File: config.mk
export PLATFORM = sky130hd
export DESIGN_NAME = keyevt_queue
export DESIGN_NICKNAME = d
export VERILOG_FILES = /design/src/rtl/keyevt_pkg.sv /design/src/rtl/keyevt_ring.sv /design/src/rtl/keyevt_flags.sv /design/src/rtl/keyevt_host.sv /design/src/rtl/keyevt_queue.sv
export SDC_FILE = /design/constraint.sdc
export NUM_CORES = 1
export LEC_CHECK = 0
export ABC_AREA = 1
export BUFFER_PORTS_ARGS = -buffer_cell sky130_fd_sc_hd__buf_2
export CAP_MARGIN = 30
export CORE_ASPECT_RATIO = 1.2
export CORE_MARGIN = 3
export CORE_UTILIZATION = 55
export CTS_BUF_LIST = sky130_fd_sc_hd__clkbuf_16
export CTS_CLUSTER_SIZE = 14
export DETAILED_ROUTE_END_ITERATION = 10
export PLACE_DENSITY_LB_ADDON = 0.08
export SYNTH_ARGS = -nofsm -noshare
export SYNTH_HDL_FRONTEND = slang
export SYNTH_SLANG_ARGS = --single-unit
File: constraint.sdc
create_clock -name clk -period 2.1 [get_ports clk]
set_input_delay 0 -clock clk [delete_from_list [all_inputs] [get_ports clk]]
set_output_delay 0 -clock clk [all_outputs]
set_load 0.005 [all_outputs]
File: src/rtl/keyevt_pkg.sv
package keyevt_pkg;

  localparam int unsigned DATA_W = 8;

  // register window
  localparam int unsigned ADR_CFG  = 0;
  localparam int unsigned ADR_STAT = 1;
  localparam int unsigned ADR_CNT  = 2;
  localparam int unsigned ADR_EVT0 = 3;

  // status flag positions
  localparam int unsigned ST_KE  = 0;
  localparam int unsigned ST_OVF = 1;
  localparam int unsigned ST_W   = 2;

  // configuration layout, bit 2 down to bit 0
  typedef struct packed {
    logic ovf_mode;  // 1 = overwrite oldest, 0 = discard new
    logic ovf_ien;
    logic ke_ien;
  } cfg_t;

  localparam int unsigned CFG_W = $bits(cfg_t);

  // ring pointer step with wrap at depth
  function automatic int unsigned ring_next(int unsigned p, int unsigned depth);
    return (p + 1 >= depth) ? 0 : p + 1;
  endfunction

  // occupancy after one cycle of adds and takes
  function automatic int unsigned level_next(int unsigned lvl, logic add, logic take);
    return lvl + (add ? 1 : 0) - (take ? 1 : 0);
  endfunction

  // address falls in the aliased event window
  function automatic logic in_evt_window(int unsigned a, int unsigned depth);
    return (a >= ADR_EVT0) && (a < ADR_EVT0 + depth);
  endfunction

  // interrupt merge of masked flags
  function automatic logic irq_merge(logic [ST_W-1:0] flags, logic [ST_W-1:0] en);
    return |(flags & en);
  endfunction

endpackage

File: src/rtl/keyevt_ring.sv
module keyevt_ring
  import keyevt_pkg::*;
#(
  parameter int unsigned DEPTH = 10,
  parameter int unsigned W     = 8,
  localparam int unsigned PTR_W = (DEPTH > 1) ? $clog2(DEPTH) : 1,
  localparam int unsigned CNT_W = $clog2(DEPTH + 1)
) (
  input  logic             clk,
  input  logic             rst_n,
  input  logic             push,
  input  logic [W-1:0]     push_data,
  input  logic             pop_req,
  input  logic             overwrite,
  output logic [W-1:0]     head,
  output logic [CNT_W-1:0] level,
  output logic             pop_ok,
  output logic             ovf_evt
);

  logic [PTR_W-1:0] wr_ptr, rd_ptr;
  logic [W-1:0]     slot [DEPTH];
  logic             full_now;
  logic             store;
  logic             drop_old;
  logic             rd_adv;

  assign full_now = (level == CNT_W'(DEPTH));
  assign pop_ok   = pop_req && (level != '0);
  assign ovf_evt  = push && full_now && !pop_ok;
  assign store    = push && (!ovf_evt || overwrite);
  assign drop_old = ovf_evt && overwrite;
  assign rd_adv   = pop_ok || drop_old;
  assign head     = slot[rd_ptr];

  always_ff @(posedge clk or negedge rst_n) begin
    if (!rst_n) begin
      for (int i = 0; i < DEPTH; i++) slot[i] <= '0;
    end else if (store) begin
      slot[wr_ptr] <= push_data;
    end
  end

  always_ff @(posedge clk or negedge rst_n) begin
    if (!rst_n) begin
      wr_ptr <= '0;
      rd_ptr <= '0;
      level  <= '0;
    end else begin
      if (store)  wr_ptr <= PTR_W'(ring_next(int'(wr_ptr), DEPTH));
      if (rd_adv) rd_ptr <= PTR_W'(ring_next(int'(rd_ptr), DEPTH));
      level <= CNT_W'(level_next(int'(level), store, rd_adv));
    end
  end

endmodule

File: src/rtl/keyevt_flags.sv
module keyevt_flags
  import keyevt_pkg::*;
(
  input  logic            clk,
  input  logic            rst_n,
  input  logic            evt_in,
  input  logic            ovf_evt,
  input  logic            level_zero,
  input  logic [ST_W-1:0] clr_req,
  input  cfg_t            cfg,
  output logic [ST_W-1:0] flags,
  output logic            irq
);

  logic [ST_W-1:0] set_v;
  logic [ST_W-1:0] allow_v;
  logic [ST_W-1:0] en_v;

  always_comb begin
    set_v           = '0;
    set_v[ST_KE]    = evt_in;
    set_v[ST_OVF]   = ovf_evt;
    allow_v         = '1;
    allow_v[ST_KE]  = level_zero;
    en_v            = '0;
    en_v[ST_KE]     = cfg.ke_ien;
    en_v[ST_OVF]    = cfg.ovf_ien;
  end

  for (genvar g = 0; g < ST_W; g++) begin : g_flag
    always_ff @(posedge clk or negedge rst_n) begin
      if (!rst_n)                           flags[g] <= 1'b0;
      else if (set_v[g])                    flags[g] <= 1'b1;
      else if (clr_req[g] && allow_v[g])    flags[g] <= 1'b0;
    end
  end

  assign irq = irq_merge(flags, en_v);

endmodule

File: src/rtl/keyevt_host.sv
module keyevt_host
  import keyevt_pkg::*;
#(
  parameter int unsigned DEPTH  = 10,
  parameter int unsigned W      = 8,
  parameter int unsigned ADDR_W = 5,
  localparam int unsigned CNT_W = $clog2(DEPTH + 1)
) (
  input  logic              clk,
  input  logic              rst_n,
  input  logic              rd,
  input  logic              wr,
  input  logic [ADDR_W-1:0] addr,
  input  logic [DATA_W-1:0] wdata,
  input  logic [W-1:0]      head,
  input  logic [CNT_W-1:0]  level,
  input  logic [ST_W-1:0]   flags,
  output cfg_t              cfg,
  output logic [ST_W-1:0]   clr_req,
  output logic              evt_hit,
  output logic              pop_req,
  output logic [DATA_W-1:0] rdata
);

  assign evt_hit = in_evt_window(int'(addr), DEPTH);
  assign pop_req = rd && evt_hit;
  assign clr_req = (wr && addr == ADDR_W'(ADR_STAT)) ? wdata[ST_W-1:0] : '0;

  always_ff @(posedge clk or negedge rst_n) begin
    if (!rst_n)                             cfg <= '0;
    else if (wr && addr == ADDR_W'(ADR_CFG)) cfg <= cfg_t'(wdata[CFG_W-1:0]);
  end

  always_comb begin
    rdata = '0;
    if (rd) begin
      if (evt_hit) begin
        if (level != '0) rdata = DATA_W'(head);
      end else begin
        case (int'(addr))
          ADR_CFG:  rdata = DATA_W'(cfg);
          ADR_STAT: rdata = DATA_W'(flags);
          ADR_CNT:  rdata = DATA_W'(level);
          default:  rdata = '0;
        endcase
      end
    end
  end

endmodule

File: src/rtl/keyevt_queue.sv
module keyevt_queue
  import keyevt_pkg::*;
#(
  parameter int unsigned DEPTH  = 10,
  parameter int unsigned KEY_W  = 7,
  parameter int unsigned ADDR_W = 5,
  localparam int unsigned W     = KEY_W + 1,
  localparam int unsigned CNT_W = $clog2(DEPTH + 1)
) (
  input  logic              clk,
  input  logic              rst_n,
  input  logic              ev_valid,
  input  logic              ev_press,
  input  logic [KEY_W-1:0]  ev_key,
  input  logic              host_rd,
  input  logic              host_wr,
  input  logic [ADDR_W-1:0] host_addr,
  input  logic [DATA_W-1:0] host_wdata,
  output logic [DATA_W-1:0] host_rdata,
  output logic              irq
);

  // named internal events, also watched by the checker
  logic [W-1:0]     head;
  logic [CNT_W-1:0] evt_count;
  logic             pop_req;
  logic             pop_ok;
  logic             ovf_evt;
  logic             evt_hit;
  logic [ST_W-1:0]  flags;
  logic [ST_W-1:0]  clr_req;
  cfg_t             cfg;
  logic             overwrite;
  logic             ke_flag;
  logic             ovf_flag;

  assign overwrite = cfg.ovf_mode;
  assign ke_flag   = flags[ST_KE];
  assign ovf_flag  = flags[ST_OVF];

  keyevt_ring #(.DEPTH(DEPTH), .W(W)) u_ring (
    .clk       (clk),
    .rst_n     (rst_n),
    .push      (ev_valid),
    .push_data ({ev_press, ev_key}),
    .pop_req   (pop_req),
    .overwrite (overwrite),
    .head      (head),
    .level     (evt_count),
    .pop_ok    (pop_ok),
    .ovf_evt   (ovf_evt)
  );

  keyevt_host #(.DEPTH(DEPTH), .W(W), .ADDR_W(ADDR_W)) u_host (
    .clk     (clk),
    .rst_n   (rst_n),
    .rd      (host_rd),
    .wr      (host_wr),
    .addr    (host_addr),
    .wdata   (host_wdata),
    .head    (head),
    .level   (evt_count),
    .flags   (flags),
    .cfg     (cfg),
    .clr_req (clr_req),
    .evt_hit (evt_hit),
    .pop_req (pop_req),
    .rdata   (host_rdata)
  );

  keyevt_flags u_flags (
    .clk        (clk),
    .rst_n      (rst_n),
    .evt_in     (ev_valid),
    .ovf_evt    (ovf_evt),
    .level_zero (evt_count == '0),
    .clr_req    (clr_req),
    .cfg        (cfg),
    .flags      (flags),
    .irq        (irq)
  );

endmodule

# ---- Word-level counts from Yosys, hierarchy flattened
# Index checks and enable logic that the tools add are counted.
dict set report classes {
  n_bitwise 3
  n_eq_ne 3
  n_addsub 4
  mux 19
  n_lt_le_gt_ge 7
  reduce_logical 21
}
# operator n
set ops {}
lappend ops {{$bwmux W80} 1}
lappend ops {{$mux W8} 6}
lappend ops {{$bmux W8 S4} 1}
lappend ops {{$demux W8 S4} 1}
lappend ops {{$pmux W4 S3} 1}
lappend ops {{$logic_and A1 B1 Y1} 11}
lappend ops {{$add A4 B1 Y5 const B} 2}
lappend ops {{$ge A5 B4 Y1 const B} 2}
lappend ops {{$ge A5 B5 Y1 const B} 2}
lappend ops {{$not A4 Y5} 2}
lappend ops {{$mux W4} 2}
lappend ops {{$mux W1} 6}
lappend ops {{$eq A5 B1 Y1 const B} 1}
lappend ops {{$eq A5 B2 Y1 const B} 1}
lappend ops {{$ge A5 B2 Y1 const B} 1}
lappend ops {{$logic_not A5 Y1} 1}
lappend ops {{$lt A5 B1 Y1 const B} 1}
lappend ops {{$lt A5 B4 Y1 const B} 1}
lappend ops {{$add A4 B4 Y4} 1}
lappend ops {{$eq A4 B4 Y1 const B} 1}
lappend ops {{$logic_not A4 Y1} 1}
lappend ops {{$reduce_bool A2 Y1} 2}
lappend ops {{$reduce_bool A4 Y1} 1}
lappend ops {{$sub A4 B4 Y4} 1}
lappend ops {{other kinds (5)} 7}
dict set report totals {
  regBits 97
  elab_cells 75
}

# ---- Logic depth before layout (Yosys ltp)
dict set report logic_depth {
  word_depth 12
  depth_mapped 13
  mapped_depth_nobuf 13
}

# ---- By module
# From an unflattened synthesis, not the netlist that was laid out.
dict set report hier_totals {
  hier_cells 766
  area_unflattened_um2 5708.0
}
# module area_per_inst_um2 cells_each n_inst
set modules_own_cells {}
lappend modules_own_cells {keyevt_ring 5137.4 665 1}
lappend modules_own_cells {keyevt_host 452.9 83 1}
lappend modules_own_cells {keyevt_flags 91.3 11 1}
lappend modules_own_cells {keyevt_queue 26.3 7 1}

# ---- Least setup slack after synthesis
# No wires, ideal clock.
dict set report synth_path {
  path_kind {reg2reg}
  startpoint {register u_ring.level[2]}
  endpoint {register u_ring.level[2]}
  t_arrival_ns 2.101
  path_stages_with_launch 13
  setup_slack_ns -0.124
  required_ns 1.977
  setup_time_ns 0.123
  path_buffers 0
  cell_sequence {dfrtp_1 -> inv_1 -> ha_1 -> nand3_1 -> nor2_1 -> nand2_1 -> nand2_1 -> ha_1 -> inv_1 -> ha_1 -> inv_1 -> fa_1 -> xnor2_1}
}
dict set report synth_via {
  elab_chain_cells 10
  word_cells_on_any_way 15
  cone_classes {add/sub: 2; eq/ne: 1; mux: 2; reduce/logical: 10}
}
# element line
set synth_lines {}
lappend synth_lines {{start, declared} keyevt_ring.sv:16} ;# output logic [CNT_W-1:0] level,
lappend synth_lines {{start signal, assigned} keyevt_ring.sv:52} ;# level <= CNT_W'(level_next(int'(level), store, rd_adv));
lappend synth_lines {{$reduce_bool A4 Y1} keyevt_ring.sv:29} ;# assign pop_ok = pop_req && (level != '0);
lappend synth_lines {{$logic_and A1 B1 Y1} keyevt_ring.sv:29}
lappend synth_lines {{$logic_not A1 Y1} keyevt_ring.sv:30} ;# assign ovf_evt = push && full_now && !pop_ok;
lappend synth_lines {{$logic_and A1 B1 Y1} keyevt_ring.sv:30}
lappend synth_lines {{$logic_not A1 Y1} keyevt_ring.sv:31} ;# assign store = push && (!ovf_evt || overwrite);
lappend synth_lines {{$logic_or A1 B1 Y1} keyevt_ring.sv:31}
lappend synth_lines {{$logic_and A1 B1 Y1} keyevt_ring.sv:31}
lappend synth_lines {{$mux W1} keyevt_pkg.sv:32} ;# return lvl + (add ? 1 : 0) - (take ? 1 : 0);
lappend synth_lines {{$add A4 B4 Y4} keyevt_pkg.sv:32}
lappend synth_lines {{$sub A4 B4 Y4 (*)} keyevt_pkg.sv:32}
# Mark *: on every way between the ends. The rest lies on a longest branch, timed or not.
# A chain may end at the register's enable or synchronous reset.

# ---- Worst setup path after layout
dict set report layout_path {
  startpoint {register u_ring.level[2]}
  endpoint {register u_ring.level[1]}
}
# The elaborated chain is that of the path after synthesis.

==> flow_metrics.env <==
export IMPL_drive_above_1_share_pct=16.4
export IMPL_cp_arrival_ns=2.37
export IMPL_startpoint_type="register"
export IMPL_wirelength_um=14600
export IMPL_die_w_um=97.1
export IMPL_hold_path_class="in2reg"
export IMPL_place_detailed_hpwl_um=9830
export IMPL_clockPowerShare_pct=20.1
export IMPL_cpMostUsedCell="ha_4"
export IMPL_core_area_mm2=0.00961
export IMPL_vias_per_cell=5.68
export IMPL_grt_pass1_wl_um=24300
export IMPL_critPathKind="reg2reg"
export IMPL_synth_cell_type_count=32
export IMPL_cts_tree="built"
export IMPL_clk_latency_ns=0.34
export IMPL_cp_buffers_inverters=4
export IMPL_antenna_cells=0
export IMPL_synth_area_mm2=0.00547
export IMPL_worstPathRequired_ns=2.34
export IMPL_cpPeakStageDelay_ns=0.53
export IMPL_switching_share_pct=40.5
export IMPL_violations="negative setup slack"
export IMPL_cts_max_path_buffers=2
export IMPL_drv_slew=0
export IMPL_finalPower_mw=9.13
export IMPL_min_period_ns=2.14
export IMPL_finClkSkew_ns=0.00637
export IMPL_cts_root_buffer="clkbuf_16"
export IMPL_max_cap_violations=0
export IMPL_m1WireLength_um=6130
export IMPL_row_count=39
export IMPL_synth_cells=728
export IMPL_avgRoutedWirePerCell_um=16.2
export IMPL_clock_sinks=97
export IMPL_vdd_drop_max_v=0.000791
export IMPL_fin_crit_sh_pct=102
export IMPL_place_inst=876
export IMPL_numCtsBuffers=9
export IMPL_ys_warn_count=0
export IMPL_setup_ws_ns=-0.0359
export IMPL_gr_total_overflow=0
export IMPL_synth_seq_area_share_pct=44.3
export IMPL_die_h_um=115
export IMPL_setup_viol=1
export IMPL_nNetsFinal=816
export IMPL_io_buffers=29
export IMPL_combPwrFrac_pct=44.2
export IMPL_grt_max_degree=92
export IMPL_top_layer_used="met4"
export IMPL_dieArea_mm2=0.0112
export IMPL_whs_ns=0.0370
export IMPL_syn_num_nets=767
export IMPL_crit_family="adder cells"
export IMPL_first_pass_iters=5
export IMPL_clk_pin_slew_ns=0.07
export IMPL_fin_cells=905
export IMPL_syn_avg_cell_area_um2=7.52
export IMPL_grtUsageTotal_pct=27.4
export IMPL_worstPathCellList="inv_2 > ha_4 > nand2_4 > nor2_4 > nor2_4 > nand3_4 > nand2_4 > ha_4 > inv_4 > ha_4 > inv_2 > fa_2 > inv_1"
export IMPL_rsz0062_at_grt="yes"
export IMPL_drt_iter0_markers=487
export IMPL_status="finished with violations"
export IMPL_power_internal_mw=5.43
export IMPL_tightest_slew_ns=0.937
export IMPL_fin_setup_tns_ns=-0.0359
export IMPL_worst_path_max_fanout=4
export IMPL_p_switching_mw=3.70
export IMPL_p_leak_nw=3.32
export IMPL_final_common_cell="nand2_1"
export IMPL_dp_slack_ns=-0.0880
export IMPL_num_vias=5141
export IMPL_remaining_drc_errors=0
export IMPL_final_cell_mix="nand2_1 (273), dfrtp_1 (95), nand4_1 (88)"
export IMPL_ios=35
export IMPL_seqPwrFrac_pct=35.7
export IMPL_synth_seq_cells=97
export IMPL_wl_met2_um=7260
export IMPL_wl_met3_um=788
export IMPL_maxSlewHeadroom_pct=37.5
export IMPL_grt_pass1_vias=4824
export IMPL_start_util_pct=56.9
export IMPL_syn2layout_area_growth_pct=17.7
export IMPL_htree_levels=3
export IMPL_antenna_found_initial=0
export IMPL_p_per_area_mw_per_mm2=1420
export IMPL_gp_congestion=0.896
export IMPL_timing_fmax_ghz=0.468
export IMPL_drtAntennaViolNets=0
export IMPL_slowest_stage="fa_2"
export IMPL_hold_viol=0
export IMPL_endpoint_kind="register"
area by class of cell:
class                           instances  area (um^2)
Clock buffer                            9          225
Clock inverter                          7          110
Fill cell                             850         3170
Inverter                               57          219
Multi-Input combinational cell        532         2700
Sequential cell                        97         2430
Tap cell                              123          154
Timing Repair Buffer                   80          611
synth_stat cells:
cell type | n | share of area [%]
nor3_2 | 2 | 0.37
nand3b_4 | 1 | 0.37
nand3_1 | 45 | 4.1
ha_1 | 12 | 2.7
inv_1 | 52 | 3.6
buf_6 | 8 | 1.6
buf_8 | 1 | 0.27
a21oi_1 | 11 | 1.0
a22o_1 | 1 | 0.16
clkinv_1 | 4 | 0.27
xnor2_1 | 2 | 0.32
buf_1 | 19 | 1.3
fa_1 | 1 | 0.37
xor2_1 | 2 | 0.32
nor3_1 | 1 | 0.091
or2_2 | 1 | 0.11
nand3_2 | 2 | 0.37
nand2_2 | 1 | 0.11
dfrtp_1 | 97 | 44
o21ai_0 | 30 | 2.7
inv_2 | 1 | 0.069
nand3_4 | 1 | 0.32
mux2_2 | 1 | 0.21
clkbuf_1 | 8 | 0.55
buf_2 | 6 | 0.55
nor2_4 | 1 | 0.21
nor2_2 | 6 | 0.69
o211ai_1 | 8 | 1.1
o31ai_1 | 1 | 0.14
nand2_1 | 277 | 19
nor2_1 | 37 | 2.5
nand4_1 | 88 | 10
tightest hold or removal path: cells and delay by family:
kind	cells	cell delay, ns
AO/OA/AOI/OAI	1	0.09
buffers and inverters	1	0.11
AND/OR/NAND/NOR	1	0.14
layer usage:
| metal | GRT usage, % | vias up |
|---|---|---|
| li1 | - | 2507 |
| met1 | 35.6 | 2438 |
| met2 | 46.1 | 161 |
| met3 | 4.55 | 35 |
| met4 | 11.4 | 0 |
| met5 | 0 | - |
sequential cells by signal, indices dropped and copies added, names as in the netlist:
| signal | count |
|---|---|
| u_host.cfg | 3 |
| u_ring.slot | 80 |
| u_ring.wr_ptr | 4 |
| u_ring.level | 4 |
| u_flags.flags | 2 |
| u_ring.rd_ptr | 4 |
metrics by stage:
step	cell area, um^2	utilization [%]
3_3_place_gp	5900	61.4
6_report	6440	67.0
2_1_floorplan	5520	-
5_1_grt	6440	67.0
4_1_cts	6360	66.1
3_5_place_dp	5900	61.4
kinds of logic (layout without fill, tap and decap cells):
| logic type | Yosys count | after routing | synth area share (%) |
|---|---|---|---|
| AND/OR/NAND/NOR | 463 | 463 | 38.3 |
| buffers and inverters | 99 | 153 | 8.23 |
| flip-flops | 97 | 97 | 44.3 |
| AO/OA/AOI/OAI | 51 | 51 | 5.14 |
| adder cells (fa/ha/maj) | 13 | 13 | 3.11 |
| XOR/XNOR | 4 | 4 | 0.640 |
| multiplexers | 1 | 1 | 0.206 |
path summary, 6_finish.rpt:
kind / start / to / slack, ns / cells after the start
max: u_ring.level[2] / u_ring.level[1] / -0.04 / 13
min reg2reg: u_ring.slot[68] / u_ring.slot[68] / 0.47 / 2
min: host_wr / u_host.cfg[0] / 0.04 / 3
max in group asynchronous: rst_n / u_ring.rd_ptr[2] / 1.20 / 3
min in group asynchronous: rst_n / u_ring.slot[75] / 0.20 / 2
max reg2reg: u_ring.level[2] / u_ring.level[1] / -0.04 / 13
power by group through the flow:
| stage | logic (mW) | clock network (mW) | registers (mW) |
|---|---|---|---|
| floorplan | 2.74 | 0 | 3.07 |
| detailed placement | 3.79 | 0 | 3.25 |
| CTS | 3.91 | 1.87 | 3.24 |
| global placement | 3.68 | 0 | 3.23 |
| global route | 4.59 | 1.96 | 3.37 |
| finish | 4.03 | 1.84 | 3.26 |
timing repair:
item                                    4_1_cts  5_1_grt
buffers inserted                              5        4
hold endpoints to repair                     45        0
endpoints found under the setup margin       10       34
hold buffers                                  4        0
pin swaps                                     6        9
gates resized for setup                      10       14
No activity file was read; power rests on OpenSTA's default activity.
